$ cat src/rtl/slowclk_pkg.sv
package slowclk_pkg;
  localparam logic [15:0] UNLOCK_KEY = 16'h16AA;
  localparam int OFS_MODE = 8'h00;
  localparam int OFS_DIV  = 8'h08;
  localparam int OFS_PIN  = 8'h60;
  localparam int BIT_SEL    = 0;
  localparam int BIT_XEN    = 4;
  localparam int BIT_BYPASS = 15;

  typedef struct packed {
    logic bypass;
    logic xtal_en;
    logic src_req;
  } mode_t;
endpackage

$ cat src/rtl/slowclk_regs.sv
module slowclk_regs
  import slowclk_pkg::*;
#(
  parameter int ADDR_W = 8,
  parameter int DATA_W = 32,
  parameter int PRE_W  = 5
) (
  input  logic              clk,
  input  logic              rst_n,
  input  logic              wr,
  input  logic [ADDR_W-1:0] addr,
  input  logic [DATA_W-1:0] wdata,
  input  logic              cur_ext,
  output logic [DATA_W-1:0] rdata,
  output mode_t             mode,
  output logic [PRE_W-1:0]  pre_n,
  output logic              pin_en
);
  localparam int KEY_LSB = DATA_W - 16;

  mode_t            mode_d;
  logic [PRE_W-1:0] pre_d;
  logic             pin_d;
  logic             key_ok;
  logic             hit_mode, hit_div, hit_pin;
  logic             unused_wdata;

  assign key_ok   = (wdata[DATA_W-1:KEY_LSB] == UNLOCK_KEY);
  assign hit_mode = wr && (addr == ADDR_W'(OFS_MODE));
  assign hit_div  = wr && (addr == ADDR_W'(OFS_DIV));
  assign hit_pin  = wr && (addr == ADDR_W'(OFS_PIN));
  assign unused_wdata = ^wdata;

  always_comb begin
    mode_d = mode;
    pre_d  = pre_n;
    pin_d  = pin_en;
    if (hit_mode && key_ok) begin
      mode_d.src_req = wdata[BIT_SEL];
      mode_d.xtal_en = wdata[BIT_XEN];
      mode_d.bypass  = wdata[BIT_BYPASS];
    end
    if (hit_div) pre_d = wdata[PRE_W-1:0];
    if (hit_pin) pin_d = wdata[0];
  end

  always_ff @(posedge clk or negedge rst_n) begin
    if (!rst_n) begin
      mode   <= '0;
      pre_n  <= '0;
      pin_en <= 1'b0;
    end else begin
      mode   <= mode_d;
      pre_n  <= pre_d;
      pin_en <= pin_d;
    end
  end

  always_comb begin
    rdata = '0;
    case (addr)
      ADDR_W'(OFS_MODE): begin
        rdata[BIT_SEL]    = cur_ext;
        rdata[BIT_XEN]    = mode.xtal_en;
        rdata[BIT_BYPASS] = mode.bypass;
      end
      ADDR_W'(OFS_DIV): rdata[PRE_W-1:0] = pre_n;
      ADDR_W'(OFS_PIN): rdata[0] = pin_en;
      default: rdata = '0;
    endcase
  end
endmodule

$ cat src/rtl/slowclk_div.sv
module slowclk_div #(
  parameter int FIX_DIV = 32,
  parameter int PRE_W   = 5
) (
  input  logic             clk,
  input  logic             rst_n,
  input  logic             in_tick,
  input  logic [PRE_W-1:0] pre_n,
  output logic             out_tick
);
  logic fix_fire;

  generate
    if (FIX_DIV > 1) begin : g_fixed
      localparam int FW = $clog2(FIX_DIV);
      logic [FW-1:0] fcnt_q, fcnt_d;
      logic          at_end;
      assign at_end   = (fcnt_q == FW'(FIX_DIV - 1));
      assign fix_fire = in_tick && at_end;
      always_comb begin
        fcnt_d = fcnt_q;
        if (in_tick) fcnt_d = at_end ? '0 : fcnt_q + 1'b1;
      end
      always_ff @(posedge clk or negedge rst_n) begin
        if (!rst_n) fcnt_q <= '0;
        else        fcnt_q <= fcnt_d;
      end
    end else begin : g_nofixed
      assign fix_fire = in_tick;
    end
  endgenerate

  logic [PRE_W-1:0] pcnt_q, pcnt_d;
  logic             wrap, fire, out_d;

  assign wrap = (pcnt_q >= pre_n);
  assign fire = fix_fire && wrap;

  always_comb begin
    pcnt_d = pcnt_q;
    if (fix_fire) pcnt_d = wrap ? '0 : pcnt_q + 1'b1;
    out_d = fire;
  end

  always_ff @(posedge clk or negedge rst_n) begin
    if (!rst_n) begin
      pcnt_q   <= '0;
      out_tick <= 1'b0;
    end else begin
      pcnt_q   <= pcnt_d;
      out_tick <= out_d;
    end
  end
endmodule

$ cat src/rtl/slowclk_switch.sv
module slowclk_switch #(
  parameter int SETTLE = 2
) (
  input  logic clk,
  input  logic rst_n,
  input  logic want_ext,
  input  logic int_t,
  input  logic ext_t,
  output logic cur_ext,
  output logic pending,
  output logic tick
);
  localparam int SW = $clog2(SETTLE + 1);

  logic          cur_d, pend_d, tick_d, new_t;
  logic [SW-1:0] seen_q, seen_d;

  assign new_t = want_ext ? ext_t : int_t;

  always_comb begin
    cur_d  = cur_ext;
    pend_d = pending;
    seen_d = seen_q;
    if (!pending) begin
      seen_d = '0;
      if (want_ext != cur_ext) pend_d = 1'b1;
    end else if (want_ext == cur_ext) begin
      pend_d = 1'b0;
      seen_d = '0;
    end else if (new_t) begin
      if (seen_q == SW'(SETTLE - 1)) begin
        cur_d  = want_ext;
        pend_d = 1'b0;
        seen_d = '0;
      end else begin
        seen_d = seen_q + 1'b1;
      end
    end
    tick_d = !pending && (cur_ext ? ext_t : int_t);
  end

  always_ff @(posedge clk or negedge rst_n) begin
    if (!rst_n) begin
      cur_ext <= 1'b0;
      pending <= 1'b0;
      seen_q  <= '0;
      tick    <= 1'b0;
    end else begin
      cur_ext <= cur_d;
      pending <= pend_d;
      seen_q  <= seen_d;
      tick    <= tick_d;
    end
  end
endmodule

$ cat src/rtl/slowclk_sel.sv
module slowclk_sel
  import slowclk_pkg::*;
#(
  parameter int ADDR_W  = 8,
  parameter int DATA_W  = 32,
  parameter int PRE_W   = 5,
  parameter int FIX_DIV = 32,
  parameter int SETTLE  = 2
) (
  input  logic              clk,
  input  logic              rst_n,
  input  logic              reg_wr,
  input  logic [ADDR_W-1:0] reg_addr,
  input  logic [DATA_W-1:0] reg_wdata,
  output logic [DATA_W-1:0] reg_rdata,
  input  logic              int_osc_tick,
  input  logic              ext_osc_tick,
  input  logic              ext_fail,
  output logic              ext_osc_en,
  output logic              slow_tick,
  output logic              pin_tick
);
  logic rst_s1, rst_sync_n;

  always_ff @(posedge clk or negedge rst_n) begin
    if (!rst_n) begin
      rst_s1     <= 1'b0;
      rst_sync_n <= 1'b0;
    end else begin
      rst_s1     <= 1'b1;
      rst_sync_n <= rst_s1;
    end
  end

  mode_t            mode;
  logic [PRE_W-1:0] pre_n;
  logic             pin_en, cur_ext, pending, div_tick, ext_t, want_ext;

  slowclk_regs #(.ADDR_W(ADDR_W), .DATA_W(DATA_W), .PRE_W(PRE_W)) u_regs (
    .clk(clk), .rst_n(rst_sync_n), .wr(reg_wr), .addr(reg_addr),
    .wdata(reg_wdata), .cur_ext(cur_ext), .rdata(reg_rdata),
    .mode(mode), .pre_n(pre_n), .pin_en(pin_en)
  );

  slowclk_div #(.FIX_DIV(FIX_DIV), .PRE_W(PRE_W)) u_div (
    .clk(clk), .rst_n(rst_sync_n), .in_tick(int_osc_tick),
    .pre_n(pre_n), .out_tick(div_tick)
  );

  assign ext_t    = ext_osc_tick && mode.xtal_en;
  assign want_ext = mode.src_req && !(ext_fail && !mode.bypass);

  slowclk_switch #(.SETTLE(SETTLE)) u_sw (
    .clk(clk), .rst_n(rst_sync_n), .want_ext(want_ext),
    .int_t(div_tick), .ext_t(ext_t), .cur_ext(cur_ext),
    .pending(pending), .tick(slow_tick)
  );

  assign ext_osc_en = mode.xtal_en;
  assign pin_tick   = slow_tick && pin_en;
endmodule

$ cat config.mk
export PLATFORM = sky130hd
export DESIGN_NAME = slowclk_sel
export DESIGN_NICKNAME = d
export VERILOG_FILES = /design/src/rtl/slowclk_pkg.sv /design/src/rtl/slowclk_regs.sv /design/src/rtl/slowclk_div.sv /design/src/rtl/slowclk_switch.sv /design/src/rtl/slowclk_sel.sv
export SDC_FILE = /design/constraint.sdc
export NUM_CORES = 1
export LEC_CHECK = 0
export CORE_MARGIN = 2
export CORE_UTILIZATION = 30
export CTS_CLUSTER_SIZE = 8
export DETAILED_ROUTE_END_ITERATION = 8
export GPL_ROUTABILITY_DRIVEN = 1
export PLACE_DENSITY = 0.71
export SETUP_SLACK_MARGIN = 0.02
export SLEW_MARGIN = 40
export SYNTH_ARGS = -nofsm -noshare
export SYNTH_HDL_FRONTEND = slang
export SYNTH_SLANG_ARGS = --single-unit
$ cat constraint.sdc
create_clock -name clk -period 2.2 [get_ports clk]
set_clock_uncertainty 0.05 [all_clocks]
set_input_delay 0.22 -clock clk [delete_from_list [all_inputs] [get_ports clk]]
set_output_delay 0.22 -clock clk [all_outputs]
set_load 0.03 [all_outputs]
==> results.md <==
• complete, no violations — result of the run
• 0 — warnings from Yosys
• 0 — buffer count from post-CTS setup fixing
• 0.09 ns — clock edge transition at the registers on the reported setup and hold paths
• 287 — Post-Layout Cell Count
• 33 — number of DRC violations after detailed-routing iteration 0
• 11.3 um — average wire per cell in the routed design
• 0.955 — final critical-path share of the clock period
• in2async — Hold Crit Class
• 2 — Bufs on Longest Clock Path
• 2650 um — HPWL after detailed placement
• 27 — row count
• 0.00172 mm2 — combined area of all synthesized cells
• 0 — GRT Residual Overflow
• 3 — cts bufs inserted
• 0.00636 mm2 — area of the die
• 79.8 um — die boundary height
• 0.30 ns — slack of the worst reg-to-reg path
• sky130_fd_sc_hd__clkbuf_8 — root buffer cell
• 0 — Antenna Nets Post-Route
• 0.167 — share of post-route cells with drive strength above 1
• 1164 — via count of the first global-routing pass
• 0 — maxcap violations
• in2out — kind of critical path
• 79.8 um — overall die width
• 0 ns — Total Neg Setup Slack
• input port — CP startpoint kind
• 0 — antenna violations before repair
• 0.392 — share of the synthesized area in the top cell type
• 0.00554 mm2 — area of the core
• 1269 — via count
• 1.93 ns — required time at the worst-slack endpoint
• 81 — I/O pin count
• 2.10 ns — final critical delay including setup and external delays
• sky130_fd_sc_hd__dfrtp_1 (39%), sky130_fd_sc_hd__buf_4 (11%), sky130_fd_sc_hd__ha_1 (5.8%) — top area cells in the synthesized netlist
• 0 — final hold viol count
• 0 — antenna diode instance count
• 27 — clk sinks
• 5090 um — first-pass GRT wire length
• 0.323 mV — Worst VDD drop
• 10.4 um2 — Avg Synthesized Cell Area
• sky130_fd_sc_hd__dfrtp_1 — dominant cell type by area after synthesis
• 270 — nets@finish
• output pin — type of element capturing the critical path
• 44 — count of buffers from port buffering
• 0.311 — starting density of the core
• 0.27 ns — clock network latency to the later pin of the worst-skew pair
• 3 — first drt pass iteration count
• 0.392 — share of synthesized area occupied by flip-flops and latches
• 0 — total of hold buffers inserted after clock tree synthesis
• 5 — crit path max fanout
• 0 — max-slew violation total from the final report
• 0 — DRC violations left
• 1.83 ns — crit path DAT
• 42 — library cells used by synthesis
• 166 — number of cells produced by synthesis
• 0.00105 uW — Leakage
• 283 — placed cell count
• 3250 um — final wirelength
• 1 — number of levels in the clock H-tree
• 29.1% — synthesis-to-layout area growth
• 27 — flop and latch count out of synthesis
• 587 mW/mm2 — total power divided by cell area
• 476 MHz — Max Clock Freq
• false — RSZ-0062 raised after global routing
• yes — clock tree from TritonCTS
• 26 — largest net degree at the start of global routing
• 0 — Setup Viol. Count Final
• 0.0999 — total routing resource utilization after global routing
• 4.42 — via-per-instance ratio
• 0.678 — final weighted congestion in routability-driven placement
worst max-delay path: stages:
cell and delay [ns]:
sky130_fd_sc_hd__clkdlybuf4s50_1 0.42, sky130_fd_sc_hd__or4_4 0.60, sky130_fd_sc_hd__nor3_4 0.26, sky130_fd_sc_hd__a22o_1 0.17
sky130_fd_sc_hd__buf_4 0.16
kinds of logic (layout without fill, tap and decap cells):
family	Yosys count	after routing	share of synthesized area
DFF	27	27	0.392
adders and majority gates	8	8	0.0581
xor gates and xnor gates	3	3	0.0153
muxes	15	15	0.110
and+or+nand+nor	50	50	0.188
buffers and inverters	38	62	0.140
AOI/OAI and AO/OA	23	23	0.0923
other	2	27	0.00436
placed cells by master (no fill, tap or decap), drive strengths merged, types with 3 or more instances in the layout:
cell,netlist,final
o21ai,4,4
nor2,6,6
and3,3,3
dfrtp,27,27
nand3,5,5
and2,3,3
a22o,5,5
nor4,7,7
mux2,14,14
clkbuf,3,3
clkdlybuf4s50,0,38
conb,2,27
inv,9,9
nor3,3,3
nand2,12,12
buf,26,11
a21oi,3,3
ha,8,8
area by class of cell:
type	count	area, um2
clock buffer	3	41.3
clock inverter	1	7.51
fill	539	3320
inverter	9	33.8
multi-input combinational	126	911
sequential	27	676
tap	72	90.1
timing repair buffer	49	463
registers in the layout, indices dropped and copies added (netlist names):
| name | cells |
|---|---|
| rst_s1 | 1 |
| u_sw.cur_ext | 1 |
| u_sw.seen_q | 2 |
| rst_sync_n | 1 |
| u_regs.pre_n | 5 |
| u_sw.tick | 1 |
| u_div.pcnt_q | 5 |
| u_regs.pin_en | 1 |
| u_regs.mode | 3 |
| u_div.out_tick | 1 |
| u_sw.pending | 1 |
| u_div.g_fixed.fcnt_q | 5 |
routing by layer:
layer	routed length, um	up-vias	track usage
met5	0	-	0
met3	350	2	0.0328
met2	1520	56	0.178
met4	20	0	0.0153
met1	1360	577	0.119
li1	-	634	-
synthesized netlist by cell type, drive strengths merged:
cell,instances
a211oi,1
a21bo,1
a21boi,1
a21o,2
a21oi,3
a22o,5
a22oi,1
a31oi,2
and2,3
and3,3
buf,26
clkbuf,3
conb,2
dfrtp,27
ha,8
inv,9
mux2,14
mux2i,1
nand2,12
nand3,5
nand3b,1
nand4,2
nor2,6
nor2b,1
nor3,3
nor3b,2
nor4,7
nor4bb,2
o211ai,1
o21ai,4
o22ai,2
or3,1
or3b,1
or4,1
xnor2,1
xor2,2
path summary, 6_finish.rpt:
check | start | cells after the start | end
max | reg_addr[2] | 5 | reg_rdata[4]
min | rst_n | 1 | rst_s1$_DFF_PN0_
max reg2reg | u_div.g_fixed.fcnt_q[0]$_DFFE_PN0P_ | 7 | u_div.pcnt_q[3]$_DFFE_PN0P_
min reg2reg | rst_sync_n$_DFF_PN0_ | 1 | u_regs.pre_n[3]$_DFFE_PN0P_
max in group asynchronous | rst_sync_n$_DFF_PN0_ | 1 | u_div.pcnt_q[2]$_DFFE_PN0P_
min in group clk | rst_s1$_DFF_PN0_ | 0 | rst_sync_n$_DFF_PN0_
power breakdown:
group	switching (uW)	leakage [uW]	internal (uW)	total [uW]
combinational	195	0.000679	192	387
sequential	71.3	0.000348	569	640
clock	150	0.0000217	128	278
repair_timing:
action	4_1_cts	5_1_grt
resized for setup	0	2
setup endpoints to repair	0	2
hold endpoints to repair	0	0
stage by stage:
| stage | hold WS (ns) | setup WS (ns) | area [um2] | util | power [uW] |
|---|---|---|---|---|---|
| 4_1_cts | 0.0479 | 0.0372 | 2210 | 0.399 | 1320 |
| 2_1_floorplan | -0.126 | 0.161 | 1820 | - | 942 |
| 5_1_grt | 0.0434 | 0.0229 | 2220 | 0.401 | 1400 |
| 6_report | 0.0528 | 0.0985 | 2220 | 0.401 | 1310 |
| 3_5_place_dp | 0.182 | 0.0400 | 2160 | 0.390 | 1030 |
| 3_3_place_gp | 0.182 | 0.0458 | 2160 | 0.390 | 1020 |
Power figures use the tool's default switching activity.
